`src/rtl/swi_sched_pkg.sv`:
```
`timescale 1ns/1ps
package swi_sched_pkg;
  localparam int ADDR_SWI       = 0;
  localparam int ADDR_CPR       = 1;
  localparam int ADDR_EOI       = 2;
  localparam int ADDR_DEPTH     = 3;
  localparam int ADDR_PRIO_BASE = 4;

  typedef struct packed {
    logic swiWe;
    logic cprWe;
    logic pop;
    logic push;
    logic prioWe;
  } strobes_t;
endpackage

```
`src/rtl/swi_sched_ctrl.sv`:
```
`timescale 1ns/1ps
module swi_sched_ctrl
  import swi_sched_pkg::*;
#(
  parameter int NUM_SRC = 8,
  parameter int PRIO_W  = 4,
  parameter int ADDR_W  = 4,
  parameter int DATA_W  = 16,
  parameter int IDX_W   = 3,
  parameter int SP_W    = 5
) (
  input  logic                      clk,
  input  logic                      rstN,
  input  logic                      busValid,
  input  logic                      busWrite,
  input  logic [ADDR_W-1:0]         busAddr,
  input  logic [DATA_W-1:0]         busWData,
  input  logic                      irqAck,
  input  logic [NUM_SRC-1:0]        pendQ,
  input  logic [NUM_SRC*PRIO_W-1:0] prioFlat,
  input  logic [PRIO_W-1:0]         curPrio,
  input  logic [PRIO_W-1:0]         runPrio,
  input  logic [SP_W-1:0]           depth,
  output strobes_t                  strb,
  output logic [IDX_W-1:0]          prioIdx,
  output logic [PRIO_W-1:0]         winPrio,
  output logic [IDX_W-1:0]          winIdx,
  output logic                      irqReq,
  output logic                      prioErr
);
  logic wr, cprHit, eoiHit, cprBad;
  logic [ADDR_W-1:0] prioOff;

  // Arbitration: scan from the top index down so that ties keep the lowest index.
  always_comb begin
    winPrio = '0;
    winIdx  = '0;
    for (int i = NUM_SRC - 1; i >= 0; i--) begin
      if (pendQ[i] && (prioFlat[i*PRIO_W +: PRIO_W] >= winPrio)) begin
        winPrio = prioFlat[i*PRIO_W +: PRIO_W];
        winIdx  = IDX_W'(i);
      end
    end
  end

  assign irqReq = (winPrio > curPrio);

  assign wr      = busValid && busWrite;
  assign cprHit  = wr && (busAddr == ADDR_W'(ADDR_CPR));
  assign eoiHit  = wr && (busAddr == ADDR_W'(ADDR_EOI));
  assign cprBad  = cprHit && (busWData[PRIO_W-1:0] < runPrio);
  assign prioOff = busAddr - ADDR_W'(ADDR_PRIO_BASE);
  assign prioIdx = prioOff[IDX_W-1:0];

  always_comb begin
    strb.swiWe  = wr && (busAddr == ADDR_W'(ADDR_SWI));
    strb.cprWe  = cprHit && !cprBad;
    strb.pop    = eoiHit && (depth != '0);
    strb.push   = irqAck && irqReq && !cprHit && !eoiHit;
    strb.prioWe = wr && (busAddr >= ADDR_W'(ADDR_PRIO_BASE))
                     && (prioOff < ADDR_W'(NUM_SRC));
  end

  always_ff @(posedge clk or negedge rstN) begin
    if (!rstN) prioErr <= 1'b0;
    else       prioErr <= cprBad;
  end
endmodule

```
`src/rtl/swi_sched_dp.sv`:
```
`timescale 1ns/1ps
module swi_sched_dp
  import swi_sched_pkg::*;
#(
  parameter int NUM_SRC    = 8,
  parameter int PRIO_W     = 4,
  parameter int ADDR_W     = 4,
  parameter int DATA_W     = 16,
  parameter int IDX_W      = 3,
  parameter int SP_W       = 5,
  parameter int LIFO_DEPTH = 16
) (
  input  logic                      clk,
  input  logic                      rstN,
  input  strobes_t                  strb,
  input  logic [IDX_W-1:0]          prioIdx,
  input  logic [PRIO_W-1:0]         winPrio,
  input  logic [ADDR_W-1:0]         busAddr,
  input  logic [DATA_W-1:0]         busWData,
  output logic [DATA_W-1:0]         busRData,
  output logic [NUM_SRC-1:0]        pendQ,
  output logic [NUM_SRC*PRIO_W-1:0] prioFlat,
  output logic [PRIO_W-1:0]         curPrio,
  output logic [PRIO_W-1:0]         runPrio,
  output logic [SP_W-1:0]           depth
);
  localparam int LIDX_W = $clog2(LIFO_DEPTH);
  localparam int ENT_W  = 2 * PRIO_W;

  logic [NUM_SRC-1:0] setMask, clrMask;
  logic [ENT_W-1:0]   lifo [LIFO_DEPTH];
  logic [SP_W-1:0]    depthDec;
  logic [ADDR_W-1:0]  rdOff;

  assign setMask  = strb.swiWe ? busWData[NUM_SRC-1:0] : '0;
  assign clrMask  = strb.swiWe ? busWData[NUM_SRC +: NUM_SRC] : '0;
  assign depthDec = depth - SP_W'(1);

  // Waiting bits: withdraw takes precedence over set.
  always_ff @(posedge clk or negedge rstN) begin
    if (!rstN) pendQ <= '0;
    else       pendQ <= (pendQ | setMask) & ~clrMask;
  end

  generate
    for (genvar g = 0; g < NUM_SRC; g++) begin : gPrio
      always_ff @(posedge clk or negedge rstN) begin
        if (!rstN)
          prioFlat[g*PRIO_W +: PRIO_W] <= '0;
        else if (strb.prioWe && (prioIdx == IDX_W'(g)))
          prioFlat[g*PRIO_W +: PRIO_W] <= busWData[PRIO_W-1:0];
      end
    end
  endgenerate

  // Current priority, running handler priority and the nesting stack.
  always_ff @(posedge clk or negedge rstN) begin
    if (!rstN) begin
      curPrio <= '0;
      runPrio <= '0;
      depth   <= '0;
      for (int i = 0; i < LIFO_DEPTH; i++) lifo[i] <= '0;
    end else if (strb.push) begin
      lifo[depth[LIDX_W-1:0]] <= {curPrio, runPrio};
      curPrio <= winPrio;
      runPrio <= winPrio;
      depth   <= depth + SP_W'(1);
    end else if (strb.pop) begin
      {curPrio, runPrio} <= lifo[depthDec[LIDX_W-1:0]];
      depth   <= depthDec;
    end else if (strb.cprWe) begin
      curPrio <= busWData[PRIO_W-1:0];
    end
  end

  assign rdOff = busAddr - ADDR_W'(ADDR_PRIO_BASE);

  always_comb begin
    busRData = '0;
    if (busAddr == ADDR_W'(ADDR_SWI))
      busRData[NUM_SRC +: NUM_SRC] = pendQ;
    else if (busAddr == ADDR_W'(ADDR_CPR))
      busRData[PRIO_W-1:0] = curPrio;
    else if (busAddr == ADDR_W'(ADDR_DEPTH))
      busRData[SP_W-1:0] = depth;
    else if ((busAddr >= ADDR_W'(ADDR_PRIO_BASE)) && (rdOff < ADDR_W'(NUM_SRC)))
      busRData[PRIO_W-1:0] = prioFlat[rdOff[IDX_W-1:0]*PRIO_W +: PRIO_W];
  end
endmodule

```
`src/rtl/swi_sched.sv`:
```
`timescale 1ns/1ps
module swi_sched
  import swi_sched_pkg::*;
#(
  parameter int NUM_SRC = 8,
  parameter int PRIO_W  = 4,
  parameter int ADDR_W  = 4,
  parameter int DATA_W  = 16
) (
  input  logic                       clk,
  input  logic                       rstN,
  input  logic                       busValid,
  input  logic                       busWrite,
  input  logic [ADDR_W-1:0]          busAddr,
  input  logic [DATA_W-1:0]          busWData,
  output logic [DATA_W-1:0]          busRData,
  input  logic                       irqAck,
  output logic                       irqReq,
  output logic [$clog2(NUM_SRC)-1:0] irqVector,
  output logic                       prioErr
);
  localparam int IDX_W      = $clog2(NUM_SRC);
  localparam int LIFO_DEPTH = 1 << PRIO_W;
  localparam int SP_W       = $clog2(LIFO_DEPTH + 1);

  strobes_t                  strb;
  logic [IDX_W-1:0]          prioIdx, winIdx;
  logic [PRIO_W-1:0]         winPrio, curPrio, runPrio;
  logic [NUM_SRC-1:0]        pendQ;
  logic [NUM_SRC*PRIO_W-1:0] prioFlat;
  logic [SP_W-1:0]           depth;

  swi_sched_ctrl #(
    .NUM_SRC(NUM_SRC), .PRIO_W(PRIO_W), .ADDR_W(ADDR_W),
    .DATA_W(DATA_W), .IDX_W(IDX_W), .SP_W(SP_W)
  ) u_ctrl (
    .clk(clk), .rstN(rstN), .busValid(busValid), .busWrite(busWrite),
    .busAddr(busAddr), .busWData(busWData), .irqAck(irqAck),
    .pendQ(pendQ), .prioFlat(prioFlat), .curPrio(curPrio), .runPrio(runPrio),
    .depth(depth), .strb(strb), .prioIdx(prioIdx), .winPrio(winPrio),
    .winIdx(winIdx), .irqReq(irqReq), .prioErr(prioErr)
  );

  swi_sched_dp #(
    .NUM_SRC(NUM_SRC), .PRIO_W(PRIO_W), .ADDR_W(ADDR_W), .DATA_W(DATA_W),
    .IDX_W(IDX_W), .SP_W(SP_W), .LIFO_DEPTH(LIFO_DEPTH)
  ) u_dp (
    .clk(clk), .rstN(rstN), .strb(strb), .prioIdx(prioIdx), .winPrio(winPrio),
    .busAddr(busAddr), .busWData(busWData), .busRData(busRData),
    .pendQ(pendQ), .prioFlat(prioFlat), .curPrio(curPrio), .runPrio(runPrio),
    .depth(depth)
  );

  assign irqVector = winIdx;
endmodule

```
`config.mk`:
```
export PLATFORM = sky130hd
export DESIGN_NAME = swi_sched
export DESIGN_NICKNAME = d
export VERILOG_FILES = /design/src/rtl/swi_sched_pkg.sv /design/src/rtl/swi_sched_ctrl.sv /design/src/rtl/swi_sched_dp.sv /design/src/rtl/swi_sched.sv
export SDC_FILE = /design/constraint.sdc
export NUM_CORES = 1
export LEC_CHECK = 0
export ABC_AREA = 1
export BUFFER_PORTS_ARGS = -buffer_cell sky130_fd_sc_hd__buf_2
export CAP_MARGIN = 20
export CORE_AREA = 5 5 173 175
export CTS_BUF_LIST = sky130_fd_sc_hd__clkbuf_2
export DETAILED_ROUTE_END_ITERATION = 6
export DIE_AREA = 0 0 178 180
export GPL_TIMING_DRIVEN = 0
export PLACE_DENSITY = 0.51
export SLEW_MARGIN = 20
export SYNTH_ARGS = -nofsm -noshare
export SYNTH_HDL_FRONTEND = slang
export SYNTH_SLANG_ARGS = --single-unit
```
`constraint.sdc`:
```
create_clock -name clk -period 12.7 [get_ports clk]
set_clock_uncertainty 0.15 [all_clocks]
set_input_delay 1.27 -clock clk [delete_from_list [all_inputs] [get_ports clk]]
set_output_delay 1.27 -clock clk [all_outputs]
set_load 0.02 [all_outputs]
```
* Word level (Yosys, flattened, before mapping)
Cells that the tools add are included.
Cells by class: reduce and logical (&&, ||, !) cells 38, shifts and indexed selects 1, mux-type cells 38, bitwise gates (word level) 5, magnitude comparators 15, equality and inequality tests 10, add/subtract/negate cells 3
Operator list (count):
- bitwise mux 128 bit | 1
- two-way mux 4 bit | 16
- two-way mux 8 bit | 6
- binary-select mux 8 bit (select 4 bit) | 1
- demux 8 bit (select 4 bit) | 1
- indexed part select 32 x 6 -> 4 bit | 1
- logical AND 1 bit | 30
- greater-or-equal comparator 4 bit | 7
- two-way mux 3 bit | 8
- two-way mux 5 bit | 3
- == test 3 bit, second input constant | 4
- greater-or-equal comparator 5 bit, second input constant | 2
- NOT 4 -> 5 bit | 2
- bitwise AND 8 bit | 1
- == test 4 x 2 -> 1 bit, second input constant | 2
- NOT 8 bit | 1
- OR 8 bit | 1
- == test 3 x 2 -> 1 bit, second input constant | 2
- adder 5 x 1 -> 5 bit, second input constant | 1
- less-than comparator 5 x 1 -> 1 bit, second input constant | 1
- nonzero test 5 bit | 1
- subtractor 5 x 1 -> 5 bit, second input constant | 1
- == test 4 x 1 -> 1 bit, second input constant | 1
- greater-or-equal comparator 4 x 1 -> 1 bit, second input constant | 1
- 12 further kinds | 15
Storage, ports and cells: bits of input ports 25, output and inout bits 21, register bits 182, word-level logic and storage cells 139

* Depth between registers and ports, before layout
depth after elaboration 29, mapped depth 88, gate-level depth less buffers 88

* Cells and area by module
Synthesis repeated with hierarchy kept, for this count alone.
Unflattened totals: cell total of the unflattened synthesis 1391, area total of the unflattened synthesis 10344.9 µm²
Modules (own cells, without submodules):
- swi_sched_dp | area an instance 8772.2 µm², sequential area each 4529.3 µm², instances 1, cells an instance 1130
- swi_sched_ctrl | area an instance 1572.8 µm², sequential area each 25.0 µm², instances 1, cells an instance 261

* Worst setup path before layout
Ideal clock, no wire load.
kind register -> register, from register u_dp.pendQ[7], to register u_dp.lifo[14] (netlist name), period minus slack after synthesis 10043 ps, data required time 12416 ps, data arrival time 9759 ps, path slack 2657 ps, path buffers 2, stages on the path, launching flop included 79, library setup time 134 ps, cells stage by stage dfrtp_1 > nand2_1 > ha_1 > nand2_1 > inv_1 > nand2_1 > nand3_2 > nand2_4 > o21ai_0 > ha_1 > o21ai_0 > nand2_1 > o21ai_0 > inv_1 > nand2_2 > nand2_4 > nand2_8 > nand2_1 > [... 43 more ...] > nor2_1 > o211ai_1 > nand3_1 > nand2_1 > or2_2 > and2_1 > ha_1 > inv_1 > nor2_1 > o21ai_0 > a32oi_1 > nand2_1 > inv_1 > clkbuf_1 > nand4_1 > clkbuf_1 > nand2_1 > o21ai_0
On the way: cells in the longest elaborated chain, start to end 27
RTL lines:
- start: declaration | line swi_sched_dp.sv:21 | output logic [NUM_SRC-1:0] pendQ,
- start signal: assignment | line swi_sched_dp.sv:42 | else pendQ <= (pendQ | setMask) & ~clrMask;
- logical AND 1 bit (*) | line swi_sched_ctrl.sv:39 | if (pendQ[i] && (prioFlat[i*PRIO_W +: PRIO_W] >= winPrio)) begin
- two-way mux 4 bit (*) | line swi_sched_ctrl.sv:39
- greater-or-equal comparator 4 bit | line swi_sched_ctrl.sv:39
- logical AND 1 bit | line swi_sched_ctrl.sv:39
- two-way mux 4 bit (*) | line swi_sched_ctrl.sv:39
- greater-or-equal comparator 4 bit | line swi_sched_ctrl.sv:39
- logical AND 1 bit | line swi_sched_ctrl.sv:39
- two-way mux 4 bit (*) | line swi_sched_ctrl.sv:39
- [... 10 more ...]
- logical AND 1 bit | line swi_sched_ctrl.sv:39
- two-way mux 4 bit (*) | line swi_sched_ctrl.sv:39
- greater-or-equal comparator 4 bit | line swi_sched_ctrl.sv:39
- logical AND 1 bit | line swi_sched_ctrl.sv:39
- two-way mux 4 bit (*) | line swi_sched_ctrl.sv:39
- greater-than comparator 4 bit (*) | line swi_sched_ctrl.sv:46 | assign irqReq = (winPrio > curPrio);
- via irqReq | line swi_sched.sv:18 | output logic irqReq,
- logical AND 1 bit (*) (3 in a row) | line swi_sched_ctrl.sv:59 | strb.push = irqAck && irqReq && !cprHit && !eoiHit;
- end signal: indexed assignment | line swi_sched_dp.sv:64 | lifo[depth[LIDX_W-1:0]] <= {curPrio, runPrio};
- end: declaration | line swi_sched_dp.sv:31 | logic [ENT_W-1:0] lifo [LIFO_DEPTH];
The timed path passes the listed nets; every way through them passes the cells marked *. A chain may end at the register's enable or synchronous reset.

* Final worst setup path
from register u_dp.prioFlat[31], to output port irqReq
On the way: cells in the longest elaborated chain, start to end 25
RTL lines:
- start: declaration | line swi_sched_dp.sv:22 | output logic [NUM_SRC*PRIO_W-1:0] prioFlat,
- start signal: indexed assignment | line swi_sched_dp.sv:51 | prioFlat[g*PRIO_W +: PRIO_W] <= busWData[PRIO_W-1:0];
- greater-or-equal comparator 4 x 1 -> 1 bit | line swi_sched_ctrl.sv:39
- logical AND 1 bit | line swi_sched_ctrl.sv:39
- two-way mux 4 bit (*) | line swi_sched_ctrl.sv:39
- greater-or-equal comparator 4 bit | line swi_sched_ctrl.sv:39
- logical AND 1 bit | line swi_sched_ctrl.sv:39
- two-way mux 4 bit (*) | line swi_sched_ctrl.sv:39
- greater-or-equal comparator 4 bit | line swi_sched_ctrl.sv:39
- logical AND 1 bit | line swi_sched_ctrl.sv:39
- [... 9 more ...]
- two-way mux 4 bit (*) | line swi_sched_ctrl.sv:39
- greater-or-equal comparator 4 bit | line swi_sched_ctrl.sv:39
- logical AND 1 bit | line swi_sched_ctrl.sv:39
- two-way mux 4 bit (*) | line swi_sched_ctrl.sv:39
- greater-or-equal comparator 4 bit | line swi_sched_ctrl.sv:39
- logical AND 1 bit | line swi_sched_ctrl.sv:39
- two-way mux 4 bit (*) | line swi_sched_ctrl.sv:39
- greater-than comparator 4 bit (*) | line swi_sched_ctrl.sv:46
- end: declaration | line swi_sched.sv:18
Every way passes the cells marked *; elsewhere a longest branch is shown, timed or not.

==> flow_summary.yaml <==
run_status:
  outcome: "finished clean"
critical_path:
  max_stage_delay_ns: 0.47
  crit-reg2reg-launch: "u_dp.prioFlat[31]"
  rr_worst_depth: 76
  critPathTopFamily: "simple AND/OR/NAND/NOR gates"
  rrSetupSlack_ns: 1.45
  worst-endpoint-required_ns: 11.28
  endpoint_kind: "primary output"
  crit_top_cell: "nand2_1"
  worstPathArrival_ns: 10.18
  crit_buf_inv: 8
  reg2reg_to: "u_dp.lifo[52]"
  crit_slowest_cell: "dfrtp_1"
  critPathLaunchType: "register"
  crit_path_max_fanout: 10
  critical_path_class: "reg -> out"
place:
  place_inst: 1629
  place_hpwl_um: 22930
  gp_congestion: 0.9353
  portBuffers: 42
synth:
  syn_area_um2: 9729
  syn_inst: 1199
  ys_warn_count: 0
  postSynth.asyncResetShare_pct: 100.0
  synth-seq-area-share_pct: 46.81
  synth_seq_cells: 182
  synth_cell_types: 35
  synth_area_per_cell_um2: 8.115
  synth_edf_count: 0
  synthFlopType: "dfrtp_1"
sta:
  fin_crit_ns: 11.60
  max_freq_mhz: 86.21
  setup_violations: 0
  tns_ns: 0
  min_period_over_period_pct: 91.34
  final_max_slew_viol_count: 0
  max_slew_margin_pct: 42.31
  rsz0062_at_grt: "false"
  hold_viol: 0
  worst_slew_pin_slew_ns: 0.8653
  holdWs_ns: 0.1302
cts:
  cts.sinks: 182
  cts-root-buf: "clkbuf_2"
  htree_num_levels: 4
  cts_tree: "built"
  cts.clk_slew.worst_paths_ns: 0.31
  clockBufferDepth: 2
  cts_buffers: 17
  clock_latency_ns: 0.79
route:
  vias: 8590
  wire_per_inst_um: 18.71
  routed_wl_um: 31100
  drt_iter0_drc: 705
  drt-pass1-iter-count: 5
  drc: 0
  routed_via_density: 5.168
  ant_nets: 0
floorplanning:
  chipHeight_um: 180
  die_w_um: 178
  rows: 62
  io-pin-count: 46
  fp.dieArea_um2: 32040
  core_area_um2: 28310
  initial_core_util_pct: 34.36
global_routing:
  gr-usage-all-layers_pct: 19.84
  globalRouteOverflowTotal: 0
  grt_pass1_wl_um: 49580
  grt_max_degree: 92
  antenna_found_initial: 1
  grt_pass1_vias: 8605
final_layout:
  drive_above_1_share_pct: 10.34
  nFillCells: 2956
  seqCellArea_um2: 4556
  syn_to_final_growth_pct: 10.93
  stdcell_count: 1662
  fin_nets: 1325
  multi_input_area_um2: 4597
min_path:
  hold_class: "in -> async"
job:
  drv_cap: 0
## cell usage after synthesis (13+ instances only)
| master | instances | area (um2) |
|---|---|---|
| nand2_4 | 13 | 146.4 |
| o22ai_1 | 33 | 206.5 |
| o21ai_0 | 267 | 1336 |
| dfrtp_1 | 182 | 4554 |
| nor2_1 | 99 | 371.6 |
| a21oi_1 | 19 | 95.09 |
| inv_1 | 95 | 356.6 |
| nand3_1 | 34 | 170.2 |
| nand2_1 | 248 | 930.9 |
| ha_1 | 36 | 450.4 |
| nand3_2 | 14 | 140.1 |
| clkbuf_1 | 57 | 214.0 |
## worst max path at each step
stage	startpoint	endpoint	slack, ns	cells past startpoint
CTS	u_dp.pendQ[7]	irqReq	0.35	73
finish	u_dp.prioFlat[31]	irqReq	1.10	71
global route	u_dp.prioFlat[31]	irqReq	0.03	73
detailed placement	u_dp.pendQ[7]	u_dp.lifo[55]	0.84	79
global placement	u_dp.pendQ[7]	u_dp.lifo[55]	0.96	79
floorplan	u_dp.pendQ[7]	u_dp.lifo[14]	2.66	78
## worst reg2reg max path: cells and delay by family, from the launching register on
kind | cells | cell delay (ns)
buffers and inverters | 10 | 1.31
AO/OA/AOI/OAI | 20 | 2.87
adder cells (fa/ha/maj) | 8 | 2.22
AND/OR/NAND/NOR | 38 | 4.14
flip-flops | 1 | 0.47
## metrics by stage
step | util (%) | cell area, um2 | setup slack, ns
floorplan | - | 9737 | 2.657
global placement | 36.83 | 10430 | 0.9576
detailed placement | 37.06 | 10490 | 0.8390
CTS | 38.02 | 10760 | 0.3485
global route | 38.12 | 10790 | 0.03016
finish | 38.12 | 10790 | 1.100
## registers in the layout, indices dropped and copies added (netlist names)
| signal | count |
|---|---|
| u_ctrl.prioErr | 1 |
| u_dp.curPrio | 4 |
| u_dp.depth | 5 |
| u_dp.lifo | 128 |
| u_dp.pendQ | 8 |
| u_dp.prioFlat | 32 |
| u_dp.runPrio | 4 |
## layer usage
metal	share of wire, %	GRT usage [%]	wire [um]	up-vias
li1	-	-	-	4198
met1	47	27.44	14490	4111
met2	46	32.18	14380	240
met3	4.5	2.941	1411	41
met4	2.7	5.972	828	0
met5	0	0	0	-
## layout by cell type (no fill, tap or decap), types with 9 or more instances in the layout
master	count
inv_1	94
clkbuf_1	57
o22ai_1	33
nand3_1	34
nand4_1	9
nand3_2	14
ha_1	36
a22oi_1	12
buf_2	40
nor2_1	99
nand2_2	11
a21oi_1	19
o21ai_0	259
o221ai_1	10
nand2_4	14
dfrtp_1	181
nand2_1	247
clkbuf_2	18
o211ai_1	11
## logic make-up (layout without fill, tap and decap cells)
| family | count (synthesis) | count (layout) | share of synthesized area (%) |
|---|---|---|---|
| AOI/OAI and AO/OA | 377 | 377 | 21.59 |
| xor gates and xnor gates | 4 | 4 | 0.3601 |
| adders and majority gates | 36 | 36 | 4.630 |
| buffers and inverters | 158 | 234 | 6.250 |
| DFF | 182 | 182 | 46.81 |
| other | 1 | 4 | 0.03854 |
| and+or+nand+nor | 441 | 441 | 20.32 |
## cell type report
| type | count | area share, % |
|---|---|---|
| multi-input combinational | 861 | 42.59 |
| sequential | 182 | 42.21 |
| tap | 384 | 4.452 |
| inverter | 97 | 3.374 |
| timing repair buffer | 44 | 2.574 |
| buffer | 61 | 2.261 |
| clock inverter | 14 | 1.681 |
| clock buffer | 18 | 0.8347 |
| antenna | 1 | 0.02319 |
## repair_timing
item,CTS,global route
setup buffers,0,0
endpoints found under the hold margin,0,0
setup endpoints to repair,0,123
hold buffers,0,0
resized for setup,0,16
Power is not shown: default switching activity piles up to over one toggle a cycle in this logic, so the estimate is an artifact.
